File: config.mk
export PLATFORM = sky130hd
export DESIGN_NAME = resv_tracker
export DESIGN_NICKNAME = d
export VERILOG_FILES = /design/src/rtl/resv_pkg.sv /design/src/rtl/resv_age.sv /design/src/rtl/resv_slot.sv /design/src/rtl/resv_ctrl.sv /design/src/rtl/resv_tracker.sv
export SDC_FILE = /design/constraint.sdc
export NUM_CORES = 1
export LEC_CHECK = 0
export CORE_ASPECT_RATIO = 1.25
export CORE_MARGIN = 4
export CORE_UTILIZATION = 52
export DETAILED_ROUTE_END_ITERATION = 10
export HOLD_SLACK_MARGIN = 0.06
export PLACE_DENSITY = 0.85
export SLEW_MARGIN = 20
export SYNTH_ARGS = -nofsm -noshare
export SYNTH_HDL_FRONTEND = slang
export SYNTH_SLANG_ARGS = --single-unit
File: constraint.sdc
create_clock -name clk -period 4.2 [get_ports clk]
set_clock_uncertainty 0.05 [all_clocks]
set_input_delay 0.42 -clock clk [delete_from_list [all_inputs] [get_ports clk]]
set_output_delay 0.42 -clock clk [all_outputs]
set_load 0.01 [all_outputs]
File: src/rtl/resv_pkg.sv
package resv_pkg;
  typedef enum logic [1:0] {
    OP_NOP = 2'd0,
    OP_LL  = 2'd1,
    OP_SC  = 2'd2,
    OP_ST  = 2'd3
  } proc_op_e;

  typedef enum logic [1:0] {
    NC_NONE = 2'd0,
    NC_LL   = 2'd1,
    NC_SC   = 2'd2,
    NC_WR   = 2'd3
  } net_cmd_e;

  typedef enum logic [1:0] {
    ST_IDLE = 2'd0,
    ST_SEND = 2'd1,
    ST_WAIT = 2'd2
  } ctl_state_e;
endpackage

File: src/rtl/resv_age.sv
module resv_age #(
  parameter int unsigned CW = 32,
  parameter logic [CW-1:0] LIMIT_M1 = '1
) (
  input  logic          clk,
  input  logic          rst_n,
  input  logic          start,
  input  logic          live,
  output logic [CW-1:0] cnt,
  output logic          expire
);
  logic [CW-1:0] cnt_q, cnt_d;
  logic          cnt_en;

  always_comb begin
    cnt_en = start | live;
    cnt_d  = start ? '0 : cnt_q + 1'b1;
    expire = live && (cnt_q == LIMIT_M1);
  end

  always_ff @(posedge clk or negedge rst_n) begin
    if (!rst_n)      cnt_q <= '0;
    else if (cnt_en) cnt_q <= cnt_d;
  end

  assign cnt = cnt_q;
endmodule

File: src/rtl/resv_slot.sv
module resv_slot #(
  parameter int unsigned AW = 40,
  parameter int unsigned KW = 32
) (
  input  logic          clk,
  input  logic          rst_n,
  input  logic          set,
  input  logic [AW-1:0] set_addr,
  input  logic          drop,
  input  logic          key_we,
  input  logic [KW-1:0] key_in,
  input  logic [AW-1:0] cmp_addr,
  output logic          valid,
  output logic [AW-1:0] addr,
  output logic [KW-1:0] key,
  output logic          hit
);
  logic          valid_q, valid_d;
  logic [AW-1:0] addr_q;
  logic [KW-1:0] key_q;

  always_comb begin
    if (set)       valid_d = 1'b1;
    else if (drop) valid_d = 1'b0;
    else           valid_d = valid_q;
    hit = valid_q && (addr_q == cmp_addr);
  end

  always_ff @(posedge clk or negedge rst_n) begin
    if (!rst_n) begin
      valid_q <= 1'b0;
      addr_q  <= '0;
      key_q   <= '0;
    end else begin
      valid_q <= valid_d;
      if (set)    addr_q <= set_addr;
      if (key_we) key_q  <= key_in;
    end
  end

  assign valid = valid_q;
  assign addr  = addr_q;
  assign key   = key_q;
endmodule

File: src/rtl/resv_ctrl.sv
module resv_ctrl
  import resv_pkg::*;
#(
  parameter int unsigned AW = 40,
  parameter int unsigned KW = 32,
  parameter int unsigned DW = 32
) (
  input  logic          clk,
  input  logic          rst_n,
  input  logic          req_valid,
  input  logic [1:0]    req_op,
  input  logic [AW-1:0] req_addr,
  input  logic [DW-1:0] req_wdata,
  output logic          req_ready,
  input  logic          slot_hit,
  input  logic [KW-1:0] slot_key,
  output logic          slot_set,
  output logic          slot_clr,
  output logic          key_we,
  output logic          cmd_valid,
  input  logic          cmd_ready,
  output logic [1:0]    cmd_kind,
  output logic [AW-1:0] cmd_addr,
  output logic [KW-1:0] cmd_key,
  output logic [DW-1:0] cmd_data,
  input  logic          nrsp_valid,
  input  logic [DW-1:0] nrsp_data,
  input  logic          nrsp_status,
  output logic          rsp_valid,
  output logic [DW-1:0] rsp_data
);
  ctl_state_e    state_q, state_d;
  net_cmd_e      kind_q, kind_d;
  logic [AW-1:0] addr_q;
  logic [KW-1:0] key_q, key_d;
  logic [DW-1:0] data_q, data_d;
  logic          rsp_v_q, rsp_v_d;
  logic [DW-1:0] rsp_q, rsp_d;
  logic          accept, local_fail, load_cmd, net_done;
  proc_op_e      op;

  always_comb begin
    op         = proc_op_e'(req_op);
    accept     = (state_q == ST_IDLE) && req_valid;
    local_fail = accept && (op == OP_SC) && !slot_hit;
    load_cmd   = accept && ((op == OP_LL) || (op == OP_ST) ||
                            ((op == OP_SC) && slot_hit));
    net_done   = (state_q == ST_WAIT) && nrsp_valid;
    slot_set   = accept && (op == OP_LL);
    slot_clr   = accept && ((op == OP_SC) || (op == OP_ST)) && slot_hit;
    key_we     = net_done && (kind_q == NC_LL);

    state_d = state_q;
    case (state_q)
      ST_IDLE: if (load_cmd)   state_d = ST_SEND;
      ST_SEND: if (cmd_ready)  state_d = ST_WAIT;
      ST_WAIT: if (nrsp_valid) state_d = ST_IDLE;
      default:                 state_d = ST_IDLE;
    endcase

    case (op)
      OP_LL:   kind_d = NC_LL;
      OP_SC:   kind_d = NC_SC;
      default: kind_d = NC_WR;
    endcase
    key_d  = (op == OP_SC) ? slot_key : '0;
    data_d = (op == OP_LL) ? '0 : req_wdata;

    rsp_v_d = local_fail || net_done;
    rsp_d   = '0;
    if (net_done) begin
      if (kind_q == NC_LL)      rsp_d = nrsp_data;
      else if (kind_q == NC_SC) rsp_d = {{(DW-1){1'b0}}, ~nrsp_status};
    end
  end

  always_ff @(posedge clk or negedge rst_n) begin
    if (!rst_n) begin
      state_q <= ST_IDLE;
      kind_q  <= NC_NONE;
      addr_q  <= '0;
      key_q   <= '0;
      data_q  <= '0;
      rsp_v_q <= 1'b0;
      rsp_q   <= '0;
    end else begin
      state_q <= state_d;
      rsp_v_q <= rsp_v_d;
      if (load_cmd) begin
        kind_q <= kind_d;
        addr_q <= req_addr;
        key_q  <= key_d;
        data_q <= data_d;
      end
      if (rsp_v_d) rsp_q <= rsp_d;
    end
  end

  assign req_ready = (state_q == ST_IDLE);
  assign cmd_valid = (state_q == ST_SEND);
  assign cmd_kind  = kind_q;
  assign cmd_addr  = addr_q;
  assign cmd_key   = key_q;
  assign cmd_data  = data_q;
  assign rsp_valid = rsp_v_q;
  assign rsp_data  = rsp_q;
endmodule

File: src/rtl/resv_tracker.sv
module resv_tracker #(
  parameter int unsigned     AW        = 40,
  parameter int unsigned     KW        = 32,
  parameter int unsigned     DW        = 32,
  parameter int unsigned     AGE_W     = 31,
  parameter longint unsigned AGE_LIMIT = 64'd2147483648
) (
  input  logic          clk,
  input  logic          rst_n,
  input  logic          req_valid,
  output logic          req_ready,
  input  logic [1:0]    req_op,
  input  logic [AW-1:0] req_addr,
  input  logic [DW-1:0] req_wdata,
  output logic          rsp_valid,
  output logic [DW-1:0] rsp_data,
  output logic          cmd_valid,
  input  logic          cmd_ready,
  output logic [1:0]    cmd_kind,
  output logic          cmd_two_flit,
  output logic [AW-1:0] cmd_addr,
  output logic [KW-1:0] cmd_key,
  output logic [DW-1:0] cmd_data,
  input  logic          nrsp_valid,
  input  logic [DW-1:0] nrsp_data,
  input  logic [KW-1:0] nrsp_key,
  input  logic          nrsp_status
);
  localparam int unsigned     CW       = AGE_W + 1;
  localparam logic [CW-1:0]   LIMIT_M1 = CW'(AGE_LIMIT - 1);

  logic          slot_valid, slot_hit, slot_set, slot_clr, key_we, expire;
  logic [AW-1:0] slot_addr;
  logic [KW-1:0] slot_key;
  logic [CW-1:0] age_cnt;

  resv_ctrl #(.AW(AW), .KW(KW), .DW(DW)) u_ctrl (
    .clk        (clk),
    .rst_n      (rst_n),
    .req_valid  (req_valid),
    .req_op     (req_op),
    .req_addr   (req_addr),
    .req_wdata  (req_wdata),
    .req_ready  (req_ready),
    .slot_hit   (slot_hit),
    .slot_key   (slot_key),
    .slot_set   (slot_set),
    .slot_clr   (slot_clr),
    .key_we     (key_we),
    .cmd_valid  (cmd_valid),
    .cmd_ready  (cmd_ready),
    .cmd_kind   (cmd_kind),
    .cmd_addr   (cmd_addr),
    .cmd_key    (cmd_key),
    .cmd_data   (cmd_data),
    .nrsp_valid (nrsp_valid),
    .nrsp_data  (nrsp_data),
    .nrsp_status(nrsp_status),
    .rsp_valid  (rsp_valid),
    .rsp_data   (rsp_data)
  );

  resv_slot #(.AW(AW), .KW(KW)) u_slot (
    .clk     (clk),
    .rst_n   (rst_n),
    .set     (slot_set),
    .set_addr(req_addr),
    .drop    (slot_clr | expire),
    .key_we  (key_we),
    .key_in  (nrsp_key),
    .cmp_addr(req_addr),
    .valid   (slot_valid),
    .addr    (slot_addr),
    .key     (slot_key),
    .hit     (slot_hit)
  );

  resv_age #(.CW(CW), .LIMIT_M1(LIMIT_M1)) u_age (
    .clk   (clk),
    .rst_n (rst_n),
    .start (slot_set),
    .live  (slot_valid),
    .cnt   (age_cnt),
    .expire(expire)
  );

  assign cmd_two_flit = (cmd_kind != 2'd1);
endmodule

Word-level counts from Yosys, hierarchy flattened:

Index checks and enable logic that the tools add are counted.

* bits of input ports: 144
* logic and storage cells: 61
* RAM bits: 0
* latch bits: 0
* output and inout port bits: 142
* register bits: 246
* bits in read-only memories: 0
* memories: 0

* shift operators: 0
* bitwise operators: 3
* multiply operators: 0
* magnitude comparators: 0
* divide/modulo/power cells: 0
* eq/ne operators: 13
* mux-type cells: 13
* reductions and logical operators: 20
* add/sub/neg operators: 1

Operator list (count)
* 32-bit 2-to-1 mux: 5
* 40-bit == test: 1
* 32-bit by 1-bit adder with 32-bit output, second input constant: 1
* 32-bit by 31-bit == test with 1-bit output, second input constant: 1
* 1-bit logical AND: 12
* 2-bit == test, second input constant: 4
* 2-bit by 1-bit == test with 1-bit output, second input constant: 3
* 2-bit 2-to-1 mux: 3
* 2-bit by 1-bit != test with 1-bit output, second input constant: 3
* 2-bit case mux with 3 select lines: 1
* 1-bit logical OR: 4
* 2-bit case mux with 2 select lines: 1
* 1-bit 2-to-1 mux: 3
* 3-bit AND reduction: 1
* 2-bit zero test: 1
* 2-bit != test, second input constant: 1
* 1-bit bitwise OR: 2
* 2-bit nonzero test: 1
* 1-bit zero test: 1
* 1-bit inverter: 1

Depth between registers and ports, before layout:

* depth in word-level cells: 7
* depth in mapped cells: 9
* gate-level depth less buffers: 6

Cells and area by module:

Synthesis repeated with hierarchy kept, for this count alone.

* cells, all modules: 799
* area total of the unflattened synthesis: 10344.9 um2

By module, submodules not included
* resv_ctrl: area an instance 5432.7 um2, cells each 396, instances 1, seq. area each 3528.4 um2
* resv_slot: area an instance 3154.3 um2, cells each 218, instances 1, seq. area each 1826.8 um2
* resv_age: area an instance 1745.4 um2, cells each 183, instances 1, seq. area each 800.8 um2
* resv_tracker: area an instance 12.5 um2, cells each 2, instances 1, seq. area each 0.0 um2

Worst setup path before layout:

OpenSTA, ideal clock, no wires.

* kind: input-to-reg
* from: input req_addr[7]
* to: register u_ctrl.addr_q[32] (netlist: u_ctrl.cmd_addr[32])
* arrival: 2.149 ns
* slack: 1.876 ns
* setup time: 0.125 ns
* required time: 4.025 ns
* path buffers: 2
* stages: 8
* path through: xnor2_1 nand4_1 nor4_2 nand4_2 a21o_1 buf_2 buf_4 mux2_4

* longest elaborated chain between the ends: 5

RTL lines
* start: declaration: line resv_tracker.sv:13 `input logic [AW-1:0] req_addr,`
* 40-bit == test: line resv_slot.sv:26 `hit = valid_q && (addr_q == cmp_addr);`
* 1-bit logical AND: line resv_slot.sv:26
* 1-bit logical AND: line resv_ctrl.sv:47 `((op == OP_SC) && slot_hit));`
* 1-bit logical OR: line resv_ctrl.sv:46 `load_cmd = accept && ((op == OP_LL) || (op == OP_ST) ||`
* 1-bit logical AND: line resv_ctrl.sv:46
* end signal: assignment: line resv_ctrl.sv:91 `addr_q <= req_addr;`
* end: declaration: line resv_ctrl.sv:34 `logic [AW-1:0] addr_q;`

No other way between the ends.
A chain may end at the register's enable or synchronous reset.

Final worst setup path:

* from: input req_addr[7]
* to: register u_ctrl.addr_q[11] (netlist: u_ctrl.cmd_addr[11])

The elaborated chain is that of the path after synthesis.

==> flow_metrics.tcl <==
set metrics [dict create \
    outcome "completed" \
    relSlewSlack_pct 29.86 \
    synth_area_leaders "dfrtp_1 (58%), mux2_2 (7.9%), mux2_4 (4.8%)" \
    clk_latency_ns 0.51 \
    cts-buffers-inserted 24 \
    synth_area_um2 10630 \
    synthCells 877 \
    finish.net_count 1291 \
    dr.pass1.iters 4 \
    n_fill_cell 1398 \
    die_y_um 167.8 \
    slowest_stage "a21o_4" \
    grt_overflow 0 \
    routedWlPerCell_um 19.20 \
    grt_pass1_vias 8387 \
    finalWirelength_um 27540 \
    drv_cap 0 \
    hpwlAfterDp_um 18680 \
    port_buffers 285 \
    via_per_inst 5.430 \
    min_from "nrsp_data[21]" \
    clk_pin_slew_ns 0.06 \
    track_usage_pct 24.18 \
    synthDistinctLibCells 37 \
    clk_path_buf_depth 3 \
    area_growth_pct 37.01 \
    crit_chain "clkdlybuf4s50_1, xnor2_1, nand4_1, nor4_2, nand4_2, a21o_4, mux2_1" \
    slew_viol_final 0 \
    cts_tree "yes" \
    synth_edf_count 0 \
    grtUsageMet1_pct 29.27 \
    ios 286 \
    yosysMostFrequentCell "dfrtp_1" \
    synth_nets 1022 \
    grt_first_pass_wirelength_um 44250 \
    die_x_um 135.9 \
    critPathTopFamily "simple AND/OR/NAND/NOR gates" \
    crit_arrival_ns 3.06 \
    use_met3_pct 6.037 \
    start_util_pct 52.87 \
    setup_viol 0 \
    rows 58 \
    finalCriticalPeriod_ns 2.728 \
    avgSynthCellArea_um2 12.12 \
    fmax_ghz 0.3665 \
    synth_largest_area_cell "dfrtp_1" \
    slowest_delay_ns 0.58 \
    cp-start-kind "input port" \
    r2r_slack_ns 1.50 \
    ys_seq_area_share_pct 57.92 \
    postRouteAntennaNets 0 \
    p_leak_uw 0.006568 \
    path_buf_inv 1 \
    first_iter_violations 434 \
    met2_usage_pct 41.23 \
    yosys_warnings 0 \
    core_area_um2 20100 \
    htree_levels 1 \
    report.final.hold_viol_count 0 \
    async_reset_ff_share_pct 100.0 \
    root_buffer "clkbuf_16" \
    ir_drop_uv 441.8 \
    ys_ff_latch 246 \
    timing.rr.start "u_slot.addr[7]" \
    ys_top_cells_by_count "dfrtp_1 (246), nand2_1 (111), mux2_2 (75)" \
    top_usage_layer "met2" \
    dominantRegCellSynth "dfrtp_1" \
    worstSetupPathType "input port to register" \
    required_ns 4.53 \
    cp_max_fo 73 \
    final_layout_size_suffix_gt1_share_pct 14.80 \
    crit_path_start "req_addr[7]" \
    gp_congestion 0.7648 \
    drc 0 \
    synth_top_area_share_pct 57.92 \
    grt_max_degree 127 \
    endpoint_kind "register" \
    vias 7787 \
    antenna_found_initial 2 \
    clock_sinks 246 \
    report.power.total_uw 8051 \
    finalSetupTns_ns 0 \
    worst_pin_slew_ns 1.052 \
    die_area_um2 22800 \
    grt_setup_unrepaired "no" \
    hold_path_class "input port to register" \
    p_per_area_nw_per_um2 552.9 \
    finalCritPeriodShare_pct 64.96 \
    cts-resized-gates 0 \
]
[report_power, final]
part	internal, uW	leakage [uW]	switching, uW
clock	1370	0.000401	901
combinational	1410	0.00303	936
sequential	3030	0.00314	410
[repair_timing]
action,in CTS,in global routing
hold buffers,1,0
buffers inserted,0,0
endpoints found under the hold margin,123,0
[final timing paths]
path	cells after the start	end
setup / recovery	7	u_ctrl.cmd_addr[11]
hold / removal	3	u_ctrl.rsp_data[21]
setup reg to reg	6	u_ctrl.cmd_addr[11]
hold reg to reg	1	u_ctrl.cmd_addr[31]
max in group asynchronous	3	u_ctrl.cmd_key[30]
min in group asynchronous	2	u_ctrl.rsp_data[26]
[layer usage]
| metal | vias up | share of wire [%] | routed length [um] |
|---|---|---|---|
| li1 | 3613 | - | - |
| met1 | 3844 | 38 | 10580 |
| met2 | 263 | 50 | 13760 |
| met3 | 67 | 7.4 | 2033 |
| met4 | 0 | 4.2 | 1163 |
| met5 | - | 0 | 0 |
[layout by cell type (no fill, tap or decap), types with 2 or more instances in the layout]
master	instances
clkbuf_16	25
and4_1	6
nor4_2	2
bufinv_16	4
o22ai_1	32
buf_4	13
dfrtp_1	246
clkdlybuf4s50_1	284
mux2_2	75
a22o_1	32
nor2b_2	2
xor2_1	13
nand3_1	13
clkinv_2	4
nand2b_1	2
mux2_1	3
nand4_1	16
or3_1	7
and3_1	35
a21oi_1	8
nor2_1	27
clkbuf_1	5
inv_1	6
nand2_1	111
clkbuf_8	2
nor3_1	8
mux2_4	34
clkinvlp_4	2
mux2i_1	33
nor2_2	3
o21ai_0	44
xnor2_1	51
diode_2	2
[logic make-up (layout without fill, tap and decap cells)]
| logic type | Yosys count | in the layout | synth area share [%] |
|---|---|---|---|
| buf+inv | 63 | 348 | 2.496 |
| mux | 145 | 145 | 16.18 |
| simple gates | 238 | 238 | 10.77 |
| compound gates | 120 | 120 | 7.240 |
| fa+ha+maj | 1 | 1 | 0.1177 |
| xor+xnor | 64 | 64 | 5.274 |
| other cells | 0 | 2 | 0 |
| flops | 246 | 246 | 57.92 |
[per-stage QoR]
stage / util [%] / cell area (um2) / worst slack, ns / hold slack, ns / instances
floorplan: - / 10630 / 1.876 / 0.07441 / 877
detailed placement: 68.25 / 13720 / 0.9539 / 0.4309 / 1389
global placement: 68.25 / 13720 / 1.016 / 0.4236 / 1389
finish: 72.44 / 14560 / 1.472 / 0.4194 / 1434
CTS: 72.41 / 14560 / 1.456 / 0.3957 / 1432
global route: 72.44 / 14560 / 1.337 / 0.4082 / 1434
[final cells by class]
cell class / count / area, um2 / share of cell area, %
clock buffer: 32 / 671.9 / 4.614
clock inverter: 10 / 155.1 / 1.065
inverter: 6 / 22.52 / 0.1547
timing repair buffer: 300 / 2985 / 20.50
multi-input combinational: 568 / 4228 / 29.03
sequential: 246 / 6156 / 42.28
antenna: 2 / 5.005 / 0.03437
tap: 270 / 337.8 / 2.320
[flip-flops by register name, summed over array words and instances, names as in the netlist]
name,cells
u_ctrl.cmd_data,32
u_slot.valid,1
u_ctrl.state_q,2
u_ctrl.rsp_data,32
u_ctrl.cmd_key,32
u_slot.key,32
u_age.cnt,32
u_ctrl.rsp_valid,1
u_slot.addr,40
u_ctrl.cmd_addr,40
u_ctrl.cmd_kind,2
[worst min-delay path, stage by stage]
cell and delay [ns]:
clkdlybuf4s50_1 0.39, nand2_1 0.05, o22ai_1 0.06
Note: power is estimated with default switching activity, not from simulation.
